$ cat config.mk
export PLATFORM = sky130hd
export DESIGN_NAME = xtmr_grp
export DESIGN_NICKNAME = d
export VERILOG_FILES = /design/src/rtl/xtmr_pkg.sv /design/src/rtl/xtmr_cnt.sv /design/src/rtl/xtmr_chan.sv /design/src/rtl/xtmr_grp.sv
export SDC_FILE = /design/constraint.sdc
export NUM_CORES = 2
export LEC_CHECK = 0
export BUFFER_PORTS_ARGS = -buffer_cell sky130_fd_sc_hd__buf_4
export CORE_ASPECT_RATIO = 1.4
export CORE_MARGIN = 1.5
export CORE_UTILIZATION = 50
export CTS_BUF_LIST = sky130_fd_sc_hd__clkbuf_4 sky130_fd_sc_hd__clkbuf_8
export CTS_CLUSTER_SIZE = 30
export DETAILED_ROUTE_END_ITERATION = 6
export PLACE_DENSITY = 0.67
export SLEW_MARGIN = 20
export SYNTH_ARGS = -nofsm -noshare
export SYNTH_HDL_FRONTEND = slang
export SYNTH_SLANG_ARGS = --single-unit
$ cat constraint.sdc
create_clock -name clk -period 5.28 [get_ports clk]
set_input_delay 1.056 -clock clk [delete_from_list [all_inputs] [get_ports clk]]
set_output_delay 1.056 -clock clk [all_outputs]
set_load 0.03 [all_outputs]
$ cat src/rtl/xtmr_pkg.sv
package xtmr_pkg;
  localparam int NCH  = 8;
  localparam int NSRC = 8;
  localparam int AW   = 5;
  localparam int DW   = 32;
  localparam int CW   = 10;
  localparam int EV_LSB = 4;

  // control word fields
  localparam int CB_CLR  = 3;
  localparam int CB_PER  = 6;
  localparam int CB_OWN  = 7;
  localparam int CB_F0   = 8;
  localparam int CB_SNAP = 9;

  // address banks (addr[4:3]) and single words
  localparam logic [1:0] BK_MATCH = 2'd0;
  localparam logic [1:0] BK_CNT   = 2'd1;
  localparam logic [1:0] BK_CTRL  = 2'd2;
  localparam logic [AW-1:0] A_EN   = 5'd24;
  localparam logic [AW-1:0] A_STAT = 5'd25;
  localparam logic [AW-1:0] A_SNAP = 5'd26;

  typedef logic [CW-1:0] ctrl_t;

  // counter that a non-owning channel follows
  function automatic int lead_of(input int n);
    if (n < 4) return 0;
    else if (n < 6) return 4;
    else return 6;
  endfunction
endpackage

$ cat src/rtl/xtmr_cnt.sv
module xtmr_cnt #(
  parameter int W = 32,
  parameter int NSRC = 8,
  parameter logic [NSRC-1:0] SRC_MASK = '1,
  localparam int SW = $clog2(NSRC)
) (
  input  logic            clk,
  input  logic            rst_n,
  input  logic            cfg_we,
  input  logic [SW-1:0]   cfg_src,
  input  logic [NSRC-1:0] tick_en,
  input  logic            ld,
  input  logic [W-1:0]    ld_val,
  input  logic            zero_req,
  output logic [W-1:0]    cnt,
  output logic            step
);
  logic [SW-1:0] src_q;
  logic          run_q;
  logic [W-1:0]  cnt_q, cnt_d;
  logic          cnt_en;

  always_comb begin
    step   = run_q & tick_en[src_q];
    cnt_en = ld | step;
    if (ld)            cnt_d = ld_val;
    else if (zero_req) cnt_d = '0;
    else               cnt_d = cnt_q + W'(1);
  end

  always_ff @(posedge clk or negedge rst_n) begin
    if (!rst_n) begin
      src_q <= '0;
      run_q <= 1'b0;
      cnt_q <= '0;
    end else begin
      if (cfg_we) begin
        src_q <= cfg_src;
        run_q <= SRC_MASK[cfg_src];
      end
      if (cnt_en) cnt_q <= cnt_d;
    end
  end

  assign cnt = cnt_q;
endmodule

$ cat src/rtl/xtmr_chan.sv
module xtmr_chan #(
  parameter int W = 32
) (
  input  logic         clk,
  input  logic         rst_n,
  input  logic [W-1:0] cnt_in,
  input  logic         step_in,
  input  logic         ld_in,
  input  logic         match_we,
  input  logic [W-1:0] match_wd,
  input  logic         periodic,
  output logic [W-1:0] match_val,
  output logic         hit
);
  logic [W-1:0] match_q;
  logic         armed_q, armed_d;

  always_comb begin
    hit = armed_q & step_in & ~ld_in & ((cnt_in + W'(1)) == match_q);
    if (match_we)             armed_d = 1'b1;
    else if (hit && !periodic) armed_d = 1'b0;
    else                      armed_d = armed_q;
  end

  always_ff @(posedge clk or negedge rst_n) begin
    if (!rst_n) begin
      match_q <= '0;
      armed_q <= 1'b0;
    end else begin
      if (match_we) match_q <= match_wd;
      armed_q <= armed_d;
    end
  end

  assign match_val = match_q;
endmodule

$ cat src/rtl/xtmr_grp.sv
module xtmr_grp
  import xtmr_pkg::*;
#(
  parameter int W = 32,
  parameter logic [NSRC-1:0] SRC_MASK = 8'h1F
) (
  input  logic            clk,
  input  logic            rst_n,
  input  logic [NSRC-1:0] tick_en,
  input  logic            wr_en,
  input  logic            rd_en,
  input  logic [AW-1:0]   addr,
  input  logic [DW-1:0]   wdata,
  output logic [DW-1:0]   rdata,
  output logic            irq
);
  localparam int SW = $clog2(NSRC);

  logic [1:0] bank;
  logic [2:0] idx;
  assign bank = addr[4:3];
  assign idx  = addr[2:0];

  logic [NCH-1:0][W-1:0] cnt_arr, match_arr;
  logic [NCH-1:0][CW-1:0] ctrl_q;
  logic [NCH-1:0] step_arr, ld_arr, cfg_we, zero_req, hit;

  for (genvar c = 0; c < NCH; c++) begin : g_ch
    localparam int LD = lead_of(c);
    localparam bit UPPER = (c >= NCH/2);
    localparam logic [2:0] CI = 3'(c);

    logic          ctrl_we, use_own;
    ctrl_t         ctrl_wd;
    logic [SW-1:0] src_sel;

    always_comb begin
      ctrl_we   = wr_en && bank == BK_CTRL && idx == CI;
      ld_arr[c] = wr_en && bank == BK_CNT && idx == CI;
      cfg_we[c] = ctrl_we && (wdata[CB_OWN] || LD == c);
      src_sel   = (UPPER && wdata[CB_F0]) ? '0 : wdata[SW-1:0];
      ctrl_wd   = UPPER ? wdata[CW-1:0] : {2'b00, wdata[7:0]};
      use_own   = ctrl_q[c][CB_OWN];
    end

    always_ff @(posedge clk or negedge rst_n) begin
      if (!rst_n)       ctrl_q[c] <= '0;
      else if (ctrl_we) ctrl_q[c] <= ctrl_wd;
    end

    xtmr_cnt #(.W(W), .NSRC(NSRC), .SRC_MASK(SRC_MASK)) cnt_i (
      .clk(clk), .rst_n(rst_n), .cfg_we(cfg_we[c]), .cfg_src(src_sel),
      .tick_en(tick_en), .ld(ld_arr[c]), .ld_val(wdata[W-1:0]),
      .zero_req(zero_req[c]), .cnt(cnt_arr[c]), .step(step_arr[c])
    );

    xtmr_chan #(.W(W)) chan_i (
      .clk(clk), .rst_n(rst_n),
      .cnt_in (use_own ? cnt_arr[c]  : cnt_arr[LD]),
      .step_in(use_own ? step_arr[c] : step_arr[LD]),
      .ld_in  (use_own ? ld_arr[c]   : ld_arr[LD]),
      .match_we(wr_en && bank == BK_MATCH && idx == CI),
      .match_wd(wdata[W-1:0]), .periodic(ctrl_q[c][CB_PER]),
      .match_val(match_arr[c]), .hit(hit[c])
    );
  end

  // a clearing hit zeroes whichever counter the channel watches
  always_comb begin
    zero_req = '0;
    for (int n = 0; n < NCH; n++) begin
      if (hit[n] && ctrl_q[n][CB_CLR])
        zero_req[ctrl_q[n][CB_OWN] ? n : lead_of(n)] = 1'b1;
    end
  end

  logic [NCH-1:0] en_q, status_q, status_d, stat_clr;
  logic [W-1:0]   snap_q, snap_d;
  logic           en_we, snap_cap;
  logic [DW-1:0]  rdata_q, rdata_d;

  always_comb begin
    en_we    = wr_en && addr == A_EN;
    stat_clr = (wr_en && addr == A_STAT) ? wdata[EV_LSB +: NCH] : '0;
    status_d = (status_q & ~stat_clr) | (hit & en_q);
    snap_cap = rd_en && bank == BK_CNT && idx[2] && idx[0] && ctrl_q[idx][CB_SNAP];
    snap_d   = cnt_arr[idx - 3'd1];
    rdata_d  = '0;
    case (bank)
      BK_MATCH: rdata_d = DW'(match_arr[idx]);
      BK_CNT:   rdata_d = DW'(cnt_arr[idx]);
      BK_CTRL:  rdata_d = DW'(ctrl_q[idx]);
      default: begin
        if (addr == A_EN)        rdata_d = DW'(en_q) << EV_LSB;
        else if (addr == A_STAT) rdata_d = DW'(status_q) << EV_LSB;
        else if (addr == A_SNAP) rdata_d = DW'(snap_q);
      end
    endcase
  end

  always_ff @(posedge clk or negedge rst_n) begin
    if (!rst_n) begin
      en_q     <= '0;
      status_q <= '0;
      snap_q   <= '0;
      rdata_q  <= '0;
    end else begin
      if (en_we)    en_q   <= wdata[EV_LSB +: NCH];
      status_q <= status_d;
      if (snap_cap) snap_q <= snap_d;
      if (rd_en)    rdata_q <= rdata_d;
    end
  end

  assign rdata = rdata_q;
  assign irq   = |status_q;
endmodule

# Yosys cells after proc, flatten, opt, wreduce, memory -nomap -nowiden
# Memory sizes are Yosys's and may differ from the RTL's.
# Cells that the tools add are included.
# W data, S select, Z words.
[word_totals]
memories = 2
register_bits = 704
mem_bits_ro = 16
input_bits = 49
[classes]
eq_ne = 20
mux = 119
n_addsub = 14
reduce_logical = 81
bitwise = 59
magnitude_cmp = 28
[memory_table]
columns = ["name", "depth", "word_bits", "rd", "rd_clocked_by_memory_dff", "write_ports", "line", "source"]
rows = [
  ["(name not given)", 8, 1, 1, 0, 0, "xtmr_cnt.sv:39", "run_q <= SRC_MASK[cfg_src];"],
  ["(name not given)", 8, 1, 1, 0, 0, "xtmr_cnt.sv:39", ""],
]
[op_table]
columns = ["op", "n"]
rows = [
  ["$mux W32", 43],
  ["$add A32 B1 Y32 const B", 13],
  ["$bmux W32 S3", 3],
  ["$eq A32 B32 Y1", 8],
  ["$ge A32 B1 Y1 const B", 8],
  ["$lt A32 B5 Y1 const B", 8],
  ["$pmux W32 S3", 1],
  ["$mux W8", 9],
  ["$or A8 B8 Y8", 8],
  ["$logic_and A1 B1 Y1", 62],
  ["$lt A3 B4 Y1 const B", 12],
  ["$mux W1", 44],
  ["$and A1 B1 Y1", 32],
  ["$bmux W10 S3", 1],
  ["$bmux W1 S3", 8],
  ["$demux W1 S3", 8],
  ["$and A8 B8 Y8", 2],
  ["$reduce_bool A2 Y1", 8],
  ["$eq A5 B5 Y1 const B", 3],
  ["$eq A3 B3 Y1 const B", 4],
  ["$mux W10", 1],
  ["$logic_not A1 Y1", 8],
  ["$not A1 Y1", 8],
  ["$not A8 Y8", 1],
  ["other kinds (10)", 18],
]

# Logic depth before layout (Yosys ltp)
[logic_depth]
depth_word = 30
mapped_depth = 20
ltp_nobuf = 13

# Modules after synthesis
# Synthesis repeated with hierarchy kept, for this count alone.
[hier_totals]
hier_cells = 5617
hier_area_um2 = 54496.0
[by_module_without_submodules]
columns = ["module", "n_inst", "cells_per_inst", "seq_area_each_um2", "area_each_um2"]
rows = [
  ["xtmr_cnt", 8, 288, 900.9, 2458.6],
  ["xtmr_chan", 8, 248, 825.8, 2447.3],
  ["xtmr_grp", 1, 1329, 3803.6, 15248.4],
]

# Worst setup path before layout
# Ideal clock, no wire load.
[synth_path]
path_kind = "input port to flip-flop"
startpoint = "input port addr[0]"
endpoint = "register g_ch[7].cnt_i.cnt_q[2]"
slack_ps = 321
arrival_ps = 4833
stages = 17
required_ps = 5154
path_buffers = 7
setup_time_ps = 126
path_cell_list = "clkbuf_1 > buf_1 > buf_1 > inv_1 > ha_1 > clkbuf_1 > and2_1 > clkbuf_1 > nand3b_1 > o22ai_1 > or4b_4 > nor4_4 > and3_1 > buf_6 > buf_12 > o31ai_2 > a221o_1"
[synth_via]
elab_chain_cells = 23
elab_cells_between_ends = 71
classes_between = "7 x eq/ne; 15 x mux; 32 x bitwise; 17 x reduce/logical"
[synth_lines]
columns = ["item", "line", "source"]
rows = [
  ["start, declared", "xtmr_grp.sv:12", "input logic [AW-1:0] addr,"],
  ["$logic_not A3 Y1", "xtmr_grp.sv:39", "ld_arr[c] = wr_en && bank == BK_CNT && idx == CI;"],
  ["$logic_and A1 B1 Y1", "xtmr_grp.sv:39", ""],
  ["$not A1 Y1", "xtmr_chan.sv:19", "hit = armed_q & step_in & ~ld_in & ((cnt_in + W'(1)) == match_q);"],
  ["$and A1 B1 Y1 (2 in series)", "xtmr_chan.sv:19", ""],
  ["$logic_and A1 B1 Y1", "xtmr_grp.sv:72", "if (hit[n] && ctrl_q[n][CB_CLR])"],
  ["$mux W8", "xtmr_grp.sv:72", ""],
  ["$or A8 B8 Y8 (no source line)", "--", ""],
  ["$mux W8", "xtmr_grp.sv:72", ""],
  ["[6 not listed]", "--", ""],
  ["$or A8 B8 Y8 (no source line)", "--", ""],
  ["$mux W8", "xtmr_grp.sv:72", ""],
  ["$or A8 B8 Y8 (no source line)", "--", ""],
  ["$mux W8", "xtmr_grp.sv:72", ""],
  ["$or A8 B8 Y8 (no source line)", "--", ""],
  ["$mux W8", "xtmr_grp.sv:72", ""],
  ["$mux W32", "xtmr_cnt.sv:27", "else if (zero_req) cnt_d = '0;"],
  ["$mux W32", "xtmr_cnt.sv:26", "if (ld) cnt_d = ld_val;"],
  ["end signal, assigned", "xtmr_cnt.sv:41", "if (cnt_en) cnt_q <= cnt_d;"],
  ["end, declared", "xtmr_cnt.sv:20", "logic [W-1:0] cnt_q, cnt_d;"],
]
# Parallel ways exist; a longest one is shown, timed or not.
# A chain may end at the register's enable or synchronous reset.

# Worst setup path in the final report
[layout_path]
startpoint = "register ctrl_q[77] (netlist name)"
endpoint = "register g_ch[7].cnt_i.cnt_q[9]"
[layout_via]
elab_chain_cells = 9
elab_cells_between_ends = 20
classes_between = "1 x add/sub; 2 x order compare; 1 x eq/ne; 9 x mux; 5 x bitwise; 2 x reduce/logical"
[layout_lines]
columns = ["item", "line", "source"]
rows = [
  ["start, declared", "xtmr_grp.sv:25", "logic [NCH-1:0][CW-1:0] ctrl_q;"],
  ["start signal, assigned by index", "xtmr_grp.sv:48", "else if (ctrl_we) ctrl_q[c] <= ctrl_wd;"],
  ["parallel branches: the longest is 6 deep, another holds $add A32 B1 Y32", "--", ""],
  ["$mux W8 *", "xtmr_grp.sv:72", ""],
  ["$mux W32 *", "xtmr_cnt.sv:27", ""],
  ["$mux W32 *", "xtmr_cnt.sv:26", ""],
]
# Mark *: on every way between the ends.

==> summary.md <==
| Metric | Value |
|---|---|
| Status | finished clean |
| Final cell count without fillers | 6,953 |
| Crit path max fanout | 23 |
| Initial antenna violation count | 2 |
| Main area contributors after synthesis | dfrtp_1 (33%), mux4_2 (9.4%), mux2_2 (8.1%), mux2i_1 (5.0%), xnor2_1 (4.8%) |
| Initial core utilization | 50.43% |
| CP peak stage delay | 650 ps |
| Chip height | 389.0 µm |
| Seq cells post-synth | 701 |
| CTS max path bufs | 3 |
| Tightest Pin Transition | 1221 ps |
| CP endpoint kind | register |
| Final setup margin | 285.6 ps |
| Routability Congestion | 1.056 |
| Global-route wire length before repair | 315.5 mm |
| Dpl cell area | 55,110 µm² |
| R2r setup slk | 290 ps |
| Pins over their slew limit | 0 |
| Hpwl dp | 162.2 mm |
| CP Data Arrival Time | 5710 ps |
| Clock tree root driver cell | clkbuf_8 |
| Post-CTS Setup Inserts | 0 |
| DRC | 0 |
| Syn Area/Cell | 9.443 µm² |
| Resize count post-CTS | 0 |
| Pwr dens | 430.7 nW/µm² |
| Clock transition at path regs | 70 ps |
| Peak supply drop | 0.0002112 V |
| Worst skew pair latency | 860 ps |
| CP top delay family | simple AND/OR/NAND/NOR gates |
| P&R area growth vs syn | 8.798% |
| Fin Clk Skew | 43.30 ps |
| Setup CP Type | register to register |
| Final Cycle Share | 94.59% |
| Post-route cell area | 57,880 µm² |
| EDFF count, synth | 0 |
| Area leader, netlist | dfrtp_1 |
| Number of global-route vias before repair | 47,420 |
| Core area | 105,500 µm² |
| Share of the synthesized area in the top cell type | 32.97% |
| Cell variety after synth | 112 |
| Via density | 7.018 |
| Largest net degree at the start of global routing | 116 |
| Final Setup Violations | 0 |
| Max Fclk | 200.2 MHz |
| Max Cap Viol | 0 |
| Met3 WL | 18.08 mm |
| Die X | 278.7 µm |
| Syn nets | 5,701 |
| CTS tree | done |
| Row count | 141 |
| Post-route ant nets | 0 |
| Synthesized cell area | 53,200 µm² |
| Place WS | 411.3 ps |
| Wirelength per Cell | 31.12 µm |
| Met2 wire len | 100.9 mm |
| Post-layout power | 0.02493 W |
| Cell Chain, Critical Path | buf_4 -> buf_4 -> mux2i_1 -> nor3_1 -> nand4_1 -> nor4_1 -> mux2i_1 -> nand4_1 -> nor4_4 -> and3_1 -> buf_4 -> o31ai_1 -> a221o_1 |
| Share of cells above drive strength 1 | 22.40% |
| Drt pass-1 iters | 6 |
| Final hold vios | 0 |
| IO Pins | 82 |
| Ys flop type | dfrtp_1 |
| Post-layout nets | 5,555 |
| Post-Syn Instances | 5,634 |
| Num CTS Buffers | 116 |
| Cell mode on critical path | buf_4 |
| Dpl cells | 6,728 |
| CP max-delay cell | mux2i_1 |
| Slew margin rel. | 17.86% |
| Global Route Usage Sum | 39.30% |
| DRT iter0 DRCs | 6,130 |
| Async SR Flop Fraction | 100.0% |
| Top routing layer in use | met4 |
| Die ar. | 108,400 µm² |
| CP startpoint kind | register |
| GRT Residual Overflow | 0 |
| CTS HTree Levels | 3 |
| Leakage | 23.04 nW |
| Setup_tns | 0 ps |
| CTS Hold Bufs | 0 |
| Clock Sinks | 701 |
| WP buf/inv | 3 |
| Post-synthesis sequential area ratio | 32.97% |
| Via count | 48,800 |
| Post-Route M1 WL | 78.10 mm |
| WP data required | 6000 ps |
| Number of port buffers | 81 |
| Crit path time final | 4994 ps |
| Hold Crit Class | input pin to async pin |
| RSZ-0062 raised after global routing | false |
| Detailed-route wire length | 216.4 mm |
| Ys Warns | 0 |
[flip-flops by register name (all words and copies together) (netlist names)]
signal / flops
g_ch.cnt_i.cnt: 256
g_ch.chan_i.armed_q: 8
g_ch.cnt_i.src_q: 23
snap_q: 32
status_q: 8
ctrl_q: 70
rdata: 32
g_ch.cnt_i.run_q: 8
g_ch.chan_i.match_val: 256
en_q: 8
[power by group]
group | leakage [nW] | internal (W) | switching [W]
combinational | 12.8 | 0.00436 | 0.00591
sequential | 8.76 | 0.00651 | 0.00237
clock | 1.45 | 0.00323 | 0.00255
[kinds of logic after synthesis]
kind of cell / share of synthesized area, %
xor gates and xnor gates: 6.378
buffers and inverters: 5.357
adders and majority gates: 0.4233
DFF: 32.97
muxes: 22.46
and+or+nand+nor: 18.50
AOI/OAI and AO/OA: 13.91
[per-layer routing]
layer | vias up | global-route usage, %
met4 | 0 | 29.44
met2 | 2825 | 63.71
met1 | 24520 | 47.16
li1 | 20680 | -
met5 | - | 0
met3 | 775 | 6.230
[synthesized netlist by cell type (44+ instances only)]
cell type and instances:
nor2_1 363, o21ai_0 227, a31oi_1 81, nor4_1 67, and3_1 83, mux2_2 382
mux2i_1 267, buf_1 70, nand3_1 268, xnor2_1 289, a21oi_1 206, nand3b_1 70
mux4_2 221, o22ai_1 44, nand2_1 454, dfrtp_1 701, buf_2 93, or3_1 53
nand4_1 116, nor3_1 133, xor2_1 94, o21ai_1 49, inv_1 106, a22oi_1 120
clkbuf_1 359
[final timing paths]
| kind | from | to | depth (start not counted) |
|---|---|---|---|
| hold reg to reg | g_ch[5].cnt_i.run_q | g_ch[5].cnt_i.run_q | 2 |
| setup / recovery | ctrl_q[77] | g_ch[7].cnt_i.cnt[9] | 13 |
| max in group asynchronous | rst_n | ctrl_q[27] | 2 |
| setup reg to reg | ctrl_q[77] | g_ch[7].cnt_i.cnt[9] | 13 |
| hold / removal | rst_n | g_ch[0].cnt_i.cnt[30] | 1 |
| min in group clk | g_ch[5].cnt_i.run_q | g_ch[5].cnt_i.run_q | 2 |
[placed cells by master, fill, tap and decap left out, drive strengths merged, types with 82 or more instances in the layout]
cell / instances
a31oi: 82
mux2i: 267
nor3: 137
nand3: 271
nand4: 119
dfrtp: 701
nor2: 363
a22oi: 120
mux4: 221
buf: 303
and3: 83
mux2: 382
a21oi: 207
o21ai: 282
xor2: 94
clkbuf: 180
nand2: 456
xnor2: 290
inv: 108
[area by class of cell]
class,instances,area [µm²]
fill,9603,47610
multi-input combinational,4259,32930
sequential,701,17560
timing repair buffer,303,2519
clock buffer,180,2308
tap,1358,1699
clock inverter,40,455.4
inverter,107,402.9
antenna,5,12.51
[metrics by stage]
step	hold WS [ps]	utilization (%)
2_1_floorplan	449.7	-
3_3_place_gp	461.9	52.24
3_5_place_dp	475.6	52.24
4_1_cts	304.3	54.86
5_1_grt	330.1	54.86
6_report	293.5	54.87
Note: power is estimated with default switching activity, not from simulation.
